`src/rtl/ptrwin_pkg.sv`:
```
package ptrwin_pkg;

    typedef enum logic [1:0] {
        ST_IDLE,
        ST_BEAT,
        ST_RESP
    } seq_state_e;

    typedef enum logic [2:0] {
        SEL_NONE,
        SEL_BANK,
        SEL_ID,
        SEL_PTR_LO,
        SEL_PTR_HI,
        SEL_DATA
    } win_sel_e;

    localparam logic [1:0] SZ_HALF        = 2'd1;
    localparam logic [1:0] SZ_WORD        = 2'd2;
    localparam logic [3:0] OFF_BANK       = 4'd14;
    localparam logic [3:0] OFF_ID         = 4'd15;
    localparam logic [3:0] OFF_PTR_LO     = 4'd6;
    localparam logic [3:0] OFF_PTR_HI     = 4'd7;
    localparam logic [3:0] OFF_SPLIT      = 4'd12;
    localparam logic [7:0] ID_BYTE        = 8'h33;
    localparam logic [7:0] DATA_BANK      = 8'd2;
    localparam logic [7:0] PTR_HI_RDMASK  = 8'hF7;
    localparam int         PTR_SRC_BIT    = 15;
    localparam int         PTR_INC_BIT    = 14;

endpackage

```
`src/rtl/ptrwin_seq.sv`:
```
module ptrwin_seq
    import ptrwin_pkg::*;
#(
    parameter int LANES = 4,
    localparam int LANE_W = $clog2(LANES),
    localparam int DW = 8 * LANES
) (
    input  logic          clk,
    input  logic          rst_n,
    input  logic          acc_valid,
    input  logic          acc_write,
    input  logic [1:0]    acc_size,
    input  logic [3:0]    acc_offset,
    input  logic [DW-1:0] acc_wdata,
    input  logic [7:0]    beat_rbyte,
    output logic          acc_ready,
    output logic          acc_done,
    output logic [DW-1:0] acc_rdata,
    output logic          beat_act,
    output logic          beat_write,
    output logic [3:0]    beat_off,
    output logic [7:0]    beat_wbyte
);

    seq_state_e         st_q, st_d;
    logic [LANE_W-1:0]  lane_q, last_q;
    logic [LANE_W-1:0]  first_lane, last_lane;
    logic [3:0]         base_q;
    logic               wr_q;
    logic [DW-1:0]      wdata_q;
    logic               accept;
    logic               last_beat;

    assign accept    = (st_q == ST_IDLE) && acc_valid;
    assign last_beat = (lane_q == last_q);

    always_comb begin
        first_lane = '0;
        if (acc_size == SZ_WORD && acc_offset == OFF_SPLIT)
            first_lane = LANE_W'(LANES / 2);
        last_lane = '0;
        if (acc_size == SZ_HALF)
            last_lane = LANE_W'(1);
        else if (acc_size == SZ_WORD)
            last_lane = LANE_W'(LANES - 1);
    end

    always_comb begin
        st_d = st_q;
        unique case (st_q)
            ST_IDLE: if (acc_valid) st_d = ST_BEAT;
            ST_BEAT: if (last_beat) st_d = ST_RESP;
            ST_RESP: st_d = ST_IDLE;
            default: st_d = ST_IDLE;
        endcase
    end

    always_ff @(posedge clk) begin
        if (!rst_n) st_q <= ST_IDLE;
        else        st_q <= st_d;
    end

    always_ff @(posedge clk) begin
        if (!rst_n) begin
            lane_q  <= '0;
            last_q  <= '0;
            base_q  <= '0;
            wr_q    <= 1'b0;
            wdata_q <= '0;
        end else if (accept) begin
            lane_q  <= first_lane;
            last_q  <= last_lane;
            base_q  <= acc_offset;
            wr_q    <= acc_write;
            wdata_q <= acc_wdata;
        end else if (st_q == ST_BEAT && !last_beat) begin
            lane_q  <= lane_q + LANE_W'(1);
        end
    end

    for (genvar g = 0; g < LANES; g++) begin : g_lane
        logic [7:0] rd_byte_q;
        always_ff @(posedge clk) begin
            if (!rst_n || accept)
                rd_byte_q <= '0;
            else if (st_q == ST_BEAT && !wr_q && lane_q == LANE_W'(g))
                rd_byte_q <= beat_rbyte;
        end
        assign acc_rdata[g*8 +: 8] = rd_byte_q;
    end

    always_comb begin
        acc_ready  = (st_q == ST_IDLE);
        beat_act   = (st_q == ST_BEAT);
        acc_done   = (st_q == ST_RESP);
        beat_write = wr_q;
        beat_off   = base_q + 4'(lane_q);
        beat_wbyte = wdata_q[lane_q*8 +: 8];
    end

endmodule

```
`src/rtl/ptrwin_decode.sv`:
```
module ptrwin_decode
    import ptrwin_pkg::*;
(
    input  logic        clk,
    input  logic        rst_n,
    input  logic        beat_act,
    input  logic        beat_write,
    input  logic [3:0]  beat_off,
    input  logic [7:0]  beat_wbyte,
    input  logic [15:0] ptr_q,
    input  logic [7:0]  mem_rdata,
    output logic [7:0]  bank_q,
    output logic [7:0]  beat_rbyte,
    output logic        ptr_lo_we,
    output logic        ptr_hi_we,
    output logic        data_act
);

    win_sel_e sel;

    always_comb begin
        sel = SEL_NONE;
        if (beat_off == OFF_BANK)
            sel = SEL_BANK;
        else if (beat_off == OFF_ID)
            sel = SEL_ID;
        else if (bank_q == DATA_BANK) begin
            if (beat_off == OFF_PTR_LO)
                sel = SEL_PTR_LO;
            else if (beat_off == OFF_PTR_HI)
                sel = SEL_PTR_HI;
            else if (beat_off[3:2] == 2'b10)
                sel = SEL_DATA;
        end
    end

    always_comb begin
        beat_rbyte = '0;
        unique case (sel)
            SEL_BANK:   beat_rbyte = bank_q;
            SEL_ID:     beat_rbyte = ID_BYTE;
            SEL_PTR_LO: beat_rbyte = ptr_q[7:0];
            SEL_PTR_HI: beat_rbyte = ptr_q[15:8] & PTR_HI_RDMASK;
            SEL_DATA:   beat_rbyte = mem_rdata;
            default:    beat_rbyte = '0;
        endcase
        ptr_lo_we = beat_act && beat_write && (sel == SEL_PTR_LO);
        ptr_hi_we = beat_act && beat_write && (sel == SEL_PTR_HI);
        data_act  = beat_act && (sel == SEL_DATA);
    end

    always_ff @(posedge clk) begin
        if (!rst_n)
            bank_q <= '0;
        else if (beat_act && beat_write && sel == SEL_BANK)
            bank_q <= beat_wbyte;
    end

endmodule

```
`src/rtl/ptrwin_ptr.sv`:
```
module ptrwin_ptr
    import ptrwin_pkg::*;
#(
    parameter int PAGE_W = 2,
    parameter int ADDR_W = 11
) (
    input  logic              clk,
    input  logic              rst_n,
    input  logic              ptr_lo_we,
    input  logic              ptr_hi_we,
    input  logic [7:0]        wbyte,
    input  logic              data_act,
    input  logic [1:0]        lane_off,
    input  logic [PAGE_W-1:0] rxq_head_page,
    input  logic [PAGE_W-1:0] pkt_num_page,
    output logic [15:0]       ptr_q,
    output logic [PAGE_W-1:0] mem_page,
    output logic [ADDR_W-1:0] mem_addr
);

    logic [ADDR_W-1:0] offs;
    logic              auto_inc;

    assign offs     = ptr_q[ADDR_W-1:0];
    assign auto_inc = ptr_q[PTR_INC_BIT];

    always_comb begin
        mem_page = ptr_q[PTR_SRC_BIT] ? rxq_head_page : pkt_num_page;
        if (auto_inc)
            mem_addr = offs;
        else
            mem_addr = offs + ADDR_W'(lane_off);
    end

    always_ff @(posedge clk) begin
        if (!rst_n)
            ptr_q <= '0;
        else if (ptr_lo_we)
            ptr_q[7:0] <= wbyte;
        else if (ptr_hi_we)
            ptr_q[15:8] <= wbyte;
        else if (data_act && auto_inc)
            ptr_q[ADDR_W-1:0] <= offs + ADDR_W'(1);
    end

endmodule

```
`src/rtl/ptr_window.sv`:
```
module ptr_window
    import ptrwin_pkg::*;
#(
    parameter int PAGES      = 4,
    parameter int PAGE_BYTES = 2048,
    localparam int PAGE_W    = $clog2(PAGES),
    localparam int ADDR_W    = $clog2(PAGE_BYTES)
) (
    input  logic              clk,
    input  logic              rst_n,
    input  logic              acc_valid,
    input  logic              acc_write,
    input  logic [1:0]        acc_size,
    input  logic [3:0]        acc_offset,
    input  logic [31:0]       acc_wdata,
    output logic              acc_ready,
    output logic              acc_done,
    output logic [31:0]       acc_rdata,
    input  logic [PAGE_W-1:0] rxq_head_page,
    input  logic [PAGE_W-1:0] pkt_num_page,
    output logic              mem_req,
    output logic              mem_we,
    output logic [PAGE_W-1:0] mem_page,
    output logic [ADDR_W-1:0] mem_addr,
    output logic [7:0]        mem_wdata,
    input  logic [7:0]        mem_rdata
);

    logic        beat_act, beat_write;
    logic [3:0]  beat_off;
    logic [7:0]  beat_wbyte, beat_rbyte;
    logic [7:0]  bank_q;
    logic [15:0] ptr_q;
    logic        ptr_lo_we, ptr_hi_we, data_act;

    ptrwin_seq #(.LANES(4)) u_seq (
        .clk        (clk),
        .rst_n      (rst_n),
        .acc_valid  (acc_valid),
        .acc_write  (acc_write),
        .acc_size   (acc_size),
        .acc_offset (acc_offset),
        .acc_wdata  (acc_wdata),
        .beat_rbyte (beat_rbyte),
        .acc_ready  (acc_ready),
        .acc_done   (acc_done),
        .acc_rdata  (acc_rdata),
        .beat_act   (beat_act),
        .beat_write (beat_write),
        .beat_off   (beat_off),
        .beat_wbyte (beat_wbyte)
    );

    ptrwin_decode u_dec (
        .clk        (clk),
        .rst_n      (rst_n),
        .beat_act   (beat_act),
        .beat_write (beat_write),
        .beat_off   (beat_off),
        .beat_wbyte (beat_wbyte),
        .ptr_q      (ptr_q),
        .mem_rdata  (mem_rdata),
        .bank_q     (bank_q),
        .beat_rbyte (beat_rbyte),
        .ptr_lo_we  (ptr_lo_we),
        .ptr_hi_we  (ptr_hi_we),
        .data_act   (data_act)
    );

    ptrwin_ptr #(.PAGE_W(PAGE_W), .ADDR_W(ADDR_W)) u_ptr (
        .clk           (clk),
        .rst_n         (rst_n),
        .ptr_lo_we     (ptr_lo_we),
        .ptr_hi_we     (ptr_hi_we),
        .wbyte         (beat_wbyte),
        .data_act      (data_act),
        .lane_off      (beat_off[1:0]),
        .rxq_head_page (rxq_head_page),
        .pkt_num_page  (pkt_num_page),
        .ptr_q         (ptr_q),
        .mem_page      (mem_page),
        .mem_addr      (mem_addr)
    );

    assign mem_req   = data_act;
    assign mem_we    = data_act && beat_write;
    assign mem_wdata = beat_wbyte;

endmodule

```
`config.mk`:
```
export PLATFORM = sky130hd
export DESIGN_NAME = ptr_window
export DESIGN_NICKNAME = d
export VERILOG_FILES = /design/src/rtl/ptrwin_pkg.sv /design/src/rtl/ptrwin_seq.sv /design/src/rtl/ptrwin_decode.sv /design/src/rtl/ptrwin_ptr.sv /design/src/rtl/ptr_window.sv
export SDC_FILE = /design/constraint.sdc
export NUM_CORES = 1
export LEC_CHECK = 0
export ABC_AREA = 1
export BUFFER_PORTS_ARGS = -buffer_cell sky130_fd_sc_hd__clkbuf_2
export CAP_MARGIN = 15
export CORE_AREA = 2 2 104 106
export CTS_CLUSTER_DIAMETER = 200
export CTS_CLUSTER_SIZE = 40
export DETAILED_ROUTE_END_ITERATION = 10
export DIE_AREA = 0 0 106 108
export GPL_ROUTABILITY_DRIVEN = 0
export PLACE_DENSITY = 0.75
export SLEW_MARGIN = 20
export SYNTH_ARGS = -nofsm -noshare
export SYNTH_HDL_FRONTEND = slang
export SYNTH_HIERARCHICAL = 1
export SYNTH_SLANG_ARGS = --single-unit
```
`constraint.sdc`:
```
create_clock -name clk -period 3 [get_ports clk]
set_clock_uncertainty 0.1 [all_clocks]
set_input_delay 0.6 -clock clk [delete_from_list [all_inputs] [get_ports clk]]
set_output_delay 0.6 -clock clk [all_outputs]
set_load 0.01 [all_outputs]
```
Word level (Yosys, flattened, before mapping)
Cells that the tools add are included.
{ "totals": {"reg_bits": 99, "out_inout_bits": 57} }
{ "op_classes": {"addsub": 4, "eq_ne": 23, "shift": 1, "mux": 21, "bitwise": 1, "reduce_logical": 28} }
{ "ops": {"columns": ["op", "n"], "rows": [
  ["$pmux W8 S5", 1],
  ["$shiftx A32 B6 Y8", 1],
  ["$mux W11", 2],
  ["$mux W3", 7],
  ["$mux W2", 8],
  ["$mux W8", 2],
  ["$logic_and A1 B1 Y1", 15],
  ["$eq A4 B4 Y1 const B", 3],
  ["$add A11 B1 Y11 const B", 1],
  ["$add A11 B2 Y11", 1],
  ["$eq A2 B2 Y1 const B", 5],
  ["$eq A4 B3 Y1 const B", 2],
  ["$eq A8 B2 Y1 const B", 1],
  ["$reduce_and A2 Y1", 4],
  ["$eq A2 B1 Y1 const B", 3],
  ["$eq A3 B2 Y1 const B", 2],
  ["$eq A3 B3 Y1 const B", 2],
  ["$ne A2 B2 Y1 const B", 3],
  ["$reduce_bool A2 Y1", 3],
  ["$add A4 B2 Y4", 1],
  ["$logic_not A2 Y1", 2],
  ["$pmux W2 S2", 1],
  ["$eq A3 B1 Y1 const B", 1],
  ["$logic_not A1 Y1", 3],
  ["4 further kinds", 4]
]} }

Longest topological paths before layout
{ "logic_depth": {"word_depth": 14, "depth_mapped": 19, "depth_no_buf": 19} }

By module
Netlist, hierarchy kept.
{ "by_module_without_submodules": {"columns": ["mod", "instances", "cells_per_inst", "area_per_inst_um2", "seq_area_each_um2"], "rows": [
  ["ptrwin_seq", 1, 406, 3143.0, 1501.4],
  ["ptrwin_ptr", 1, 173, 1129.8, 320.3],
  ["ptrwin_decode", 1, 123, 714.4, 160.2],
  ["ptr_window", 1, 2, 7.5, 0.0]
]} }

Worst setup path after synthesis
No wires, ideal clock.
{ "synth_path": {"path_type": "flip-flop to flip-flop", "start": "reg u_seq.lane_q[0]", "end": "reg u_ptr.ptr_q[14]", "setup_ps": 116, "t_arrival_ps": 2563, "t_required_ps": 2784, "path_slack_ps": 221, "path_stages_with_launch": 17, "period_less_slack_ps": 2779, "path_cell_list": "dfxtp_1 ha_1 fa_1 xor2_1 nor2_1 inv_1 nand2_1 nand2_1 nand2_1 nor2_4 nand2_1 nor2_1 inv_1 nor2_1 inv_1 nor2_1 nor2_1"} }
{ "synth_between": {"word_cells_on_any_way": 19, "classes_between": "add/sub: 1; eq/ne: 7; shift: 1; mux: 6; bitwise: 1; reduce/logical: 3"} }
{ "synth_lines": {"columns": ["item", "line_no", "rtl"], "rows": [
  ["from (decl)", "ptrwin_seq.sv:26", "logic [LANE_W-1:0] lane_q, last_q;"],
  ["from (signal assigned)", "ptrwin_seq.sv:71", "lane_q <= first_lane;"],
  ["from (signal assigned)", "ptrwin_seq.sv:77", "lane_q <= lane_q + LANE_W'(1);"],
  ["$add A4 B2 Y4 (*)", "ptrwin_seq.sv:97", "beat_off = base_q + 4'(lane_q);"],
  ["via beat_off[2]", "ptr_window.sv:30", "logic [3:0] beat_off;"],
  ["$eq A2 B2 Y1", "ptrwin_decode.sv:32", "else if (beat_off[3:2] == 2'b10)"],
  ["$mux W3", "ptrwin_decode.sv:32", null],
  ["$mux W3", "ptrwin_decode.sv:30", "else if (beat_off == OFF_PTR_HI)"],
  ["$mux W3", "ptrwin_decode.sv:28", "if (beat_off == OFF_PTR_LO)"],
  ["$mux W3", "ptrwin_decode.sv:27", "else if (bank_q == DATA_BANK) begin"],
  ["$mux W3", "ptrwin_decode.sv:25", "else if (beat_off == OFF_ID)"],
  ["$mux W3 (*)", "ptrwin_decode.sv:23", "if (beat_off == OFF_BANK)"],
  ["$eq A3 B3 Y1 (*)", "ptrwin_decode.sv:48", "ptr_hi_we = beat_act && beat_write && (sel == SEL_PTR_HI);"],
  ["$logic_and A1 B1 Y1 (*)", "ptrwin_decode.sv:48", null],
  ["via ptr_hi_we", "ptr_window.sv:34", "logic ptr_lo_we, ptr_hi_we, data_act;"],
  ["$reduce_and A2 Y1 (no line) (*)", null, null],
  ["to (signal assigned)", "ptrwin_ptr.sv:41", "ptr_q[15:8] <= wbyte;"],
  ["to (signal, indexed assignment)", "ptrwin_ptr.sv:43", "ptr_q[ADDR_W-1:0] <= offs + ADDR_W'(1);"],
  ["to (decl)", "ptrwin_ptr.sv:16", "output logic [15:0] ptr_q,"]
]} }
Mark *: on every way through the listed nets, which the timed path passes. The rest lies on a longest branch.
A chain may end at the register's enable or synchronous reset.

Final worst setup path
{ "layout_path": {"start": "reg u_seq.lane_q[0]", "end": "out mem_addr[6]"} }
{ "layout_between": {"elab_chain_len": 3} }
{ "layout_rtl": {"columns": ["item", "line_no", "rtl"], "rows": [
  ["$add A4 B2 Y4", "ptrwin_seq.sv:97", null],
  ["via beat_off[1]", "ptr_window.sv:30", null],
  ["$add A11 B2 Y11", "ptrwin_ptr.sv:32", "mem_addr = offs + ADDR_W'(lane_off);"],
  ["$mux W11", "ptrwin_ptr.sv:29", "if (auto_inc)"],
  ["to (decl)", "ptr_window.sv:24", "output logic [ADDR_W-1:0] mem_addr,"]
]} }
The timed path passes the listed nets, and every way through them passes these cells.

==> flow_summary.json <==
{
  "status": "finished, violations left",
  "violations": "negative setup slack",
  "avgViaCountPerCell": 5.318,
  "cts-root-buf": "clkbuf_8",
  "n_antenna_cell": 0,
  "ctsLongestPathBuffers": 2,
  "grt_pass1_vias": 4724,
  "vias": 5095,
  "avgRoutedWirePerCell_um": 14.23,
  "irDropWorstVdd_mv": 0.3479,
  "initial_utilization_pct": 48.50,
  "max_stage_delay_ps": 610,
  "grt_overflow": 0,
  "p_leak_nw": 2.689,
  "r2r_slack_ps": 110,
  "crit_path_cell_trace": "ha_4 > fa_2 > fa_2 > inv_2 > nor2_4 > nand2_4 > buf_6 > xor2_2 > buf_2",
  "max-slew-margin-rel_pct": 55.97,
  "postRouteAntennaNets": 0,
  "final_common_cell": "nand2_1",
  "antenna_found_initial": 0,
  "worst_ep_arrival_time_ps": 2410,
  "yosysWarnings": 6,
  "hold_class": "flip-flop to flip-flop",
  "syn_nets": 766,
  "min-delay-start": "u_seq/g_lane[1].rd_byte_q[4]",
  "total_power_mw": 2.728,
  "fill_cells": 920,
  "finalCriticalPeriod_ps": 3107,
  "finalSetupViolations": 9,
  "portBuffers": 110,
  "cap_violations": 0,
  "dp_hpwl_um": 9984,
  "rows": 37,
  "grt_pass1_wl_um": 21910,
  "netlist_area_um2": 4962,
  "syn_to_final_growth_pct": 21.36,
  "fin_cells": 958,
  "tritoncts": "done",
  "wl_met1_um": 5786,
  "layout_common_cells": "152 x nand2_1, 126 x nor2_1, 103 x clkbuf_2",
  "cp_max_fo": 3,
  "layout-drive-gt1-share_pct": 26.40,
  "placed_cells": 935,
  "period_share_pct": 103.6,
  "crit_buf_inv": 3,
  "hold_viol": 0,
  "timing.final.ws_setup_ps": -106.7,
  "critPathTopFamily": "adder cells",
  "final_nets": 883,
  "highest_layer": "met4",
  "routed-wl-met3_um": 1145,
  "critPathKind": "flip-flop to primary output",
  "core_area_um2": 10230,
  "clock_sinks": 98,
  "cts.htree.levels": 3,
  "io-pin-count": 111,
  "cp_data_required_time_ps": 2300,
  "die_w_um": 106,
  "dieArea_um2": 11450,
  "rsz0062_at_grt": "yes",
  "wl_met2_um": 6319,
  "drt_first_pass_iters": 6,
  "r2r-start": "u_seq/lane_q[0]",
  "wl_um": 13640,
  "netlist_instances": 700,
  "drc": 0,
  "slowest_stage": "fa_2",
  "regArea_um2": 1964,
  "report.final.slew_viol_count": 0,
  "startpoint_type": "flip-flop",
  "clk_pin_slew_ps": 90,
  "p_per_area_nw_per_um2": 453.1,
  "multiInputGateArea_um2": 2753,
  "end_kind": "primary output",
  "grt_use_total_pct": 23.74,
  "die_h_um": 108,
  "r2r_cells": 17,
  "syn_area_per_cell_um2": 7.089,
  "min_path_cells": 2,
  "hold_end": "u_seq/g_lane[1].rd_byte_q[4]",
  "hold_buffers": 0,
  "cts-buffers-inserted": 9,
  "startpoint": "u_seq/lane_q[0]",
  "path_common_cell": "fa_2",
  "insertion_delay_ps": 360,
  "drtIter0Drc": 299,
  "fmax_mhz": 321.9,
  "worst_slew_pin_slew_ps": 660.5,
  "worstReg2RegEnd": "u_ptr/ptr_q[7]",
  "grt_max_degree": 42
}
==> per-layer routing <==
metal / vias up / GRT usage (%)
met4: 0 / 8.929
met5: - / 0
met1: 2311 / 30.49
met3: 35 / 4.461
li1: 2495 / -
met2: 254 / 39.91
==> power breakdown <==
group	switching (mW)	total (mW)	internal (mW)	leakage, nW
clock	0.469	0.865	0.396	0.0950
sequential	0.0399	1.40	1.36	0.800
combinational	0.298	0.465	0.167	1.79
total	0.806	2.73	1.92	2.69
==> metrics by stage <==
stage                     util (%)  hold WS, ps  TNS, ps  setup WS [ps]  instance area [um2]
after floorplan                  -        336.2        0          267.2                 4962
after global placement       55.00        353.5        0          163.9                 5627
after detailed placement     55.00        358.1   -213.0         -59.92                 5627
after CTS                    57.99        373.1   -610.6         -104.8                 5933
after global routing         58.86        389.3    -1332         -179.8                 6022
final                        58.86        370.8   -503.0         -106.7                 6022
==> how the worst max path moves through the flow <==
stage | endpoint | slack (ps) | cells after the start
after floorplan | u_ptr/ptr_q[14] | 270 | 16
after global placement | u_ptr/ptr_q[14] | 160 | 12
after detailed placement | u_ptr/ptr_q[12] | -60 | 16
after CTS | mem_addr[5] | -100 | 10
after global routing | mem_addr[6] | -180 | 9
final | mem_addr[6] | -110 | 9
==> state kept, by name, summed over array words and instances (netlist names) <==
signal / cells
u_dec/bank_q: 8
u_ptr/ptr_q: 15
u_seq/wdata_q: 32
u_seq/last_q: 2
u_seq/lane_q: 2
u_seq/st_q: 2
u_seq/g_lane.rd_byte_q: 32
u_seq/base_q: 4
u_seq/beat_write: 1
==> what timing repair did <==
action | in CTS | in global routing
setup buffers | 6 | 1
endpoints found under the hold margin | 0 | 0
endpoints found under the setup margin | 19 | 24
gates resized for setup | 16 | 25
pin swaps | 10 | 9
==> worst register-to-register path: cells and delay by family (launching register included) <==
kind                     cells  cell delay [ps]
AND/OR/NAND/NOR             10              910
adder cells (fa/ha/maj)      2              770
buffers and inverters        4              560
flip-flops                   1              340
AO/OA/AOI/OAI                1              160
==> layout make-up <==
type                            instances  area share (%)
Clock inverter                          6           1.226
Sequential cell                        98           32.62
Multi-Input combinational cell        523           45.71
Tap cell                              136           2.826
Inverter                               57           3.927
Clock buffer                           10           2.119
Timing Repair Buffer                  128           11.57
Note: power is estimated with default switching activity, not from simulation.
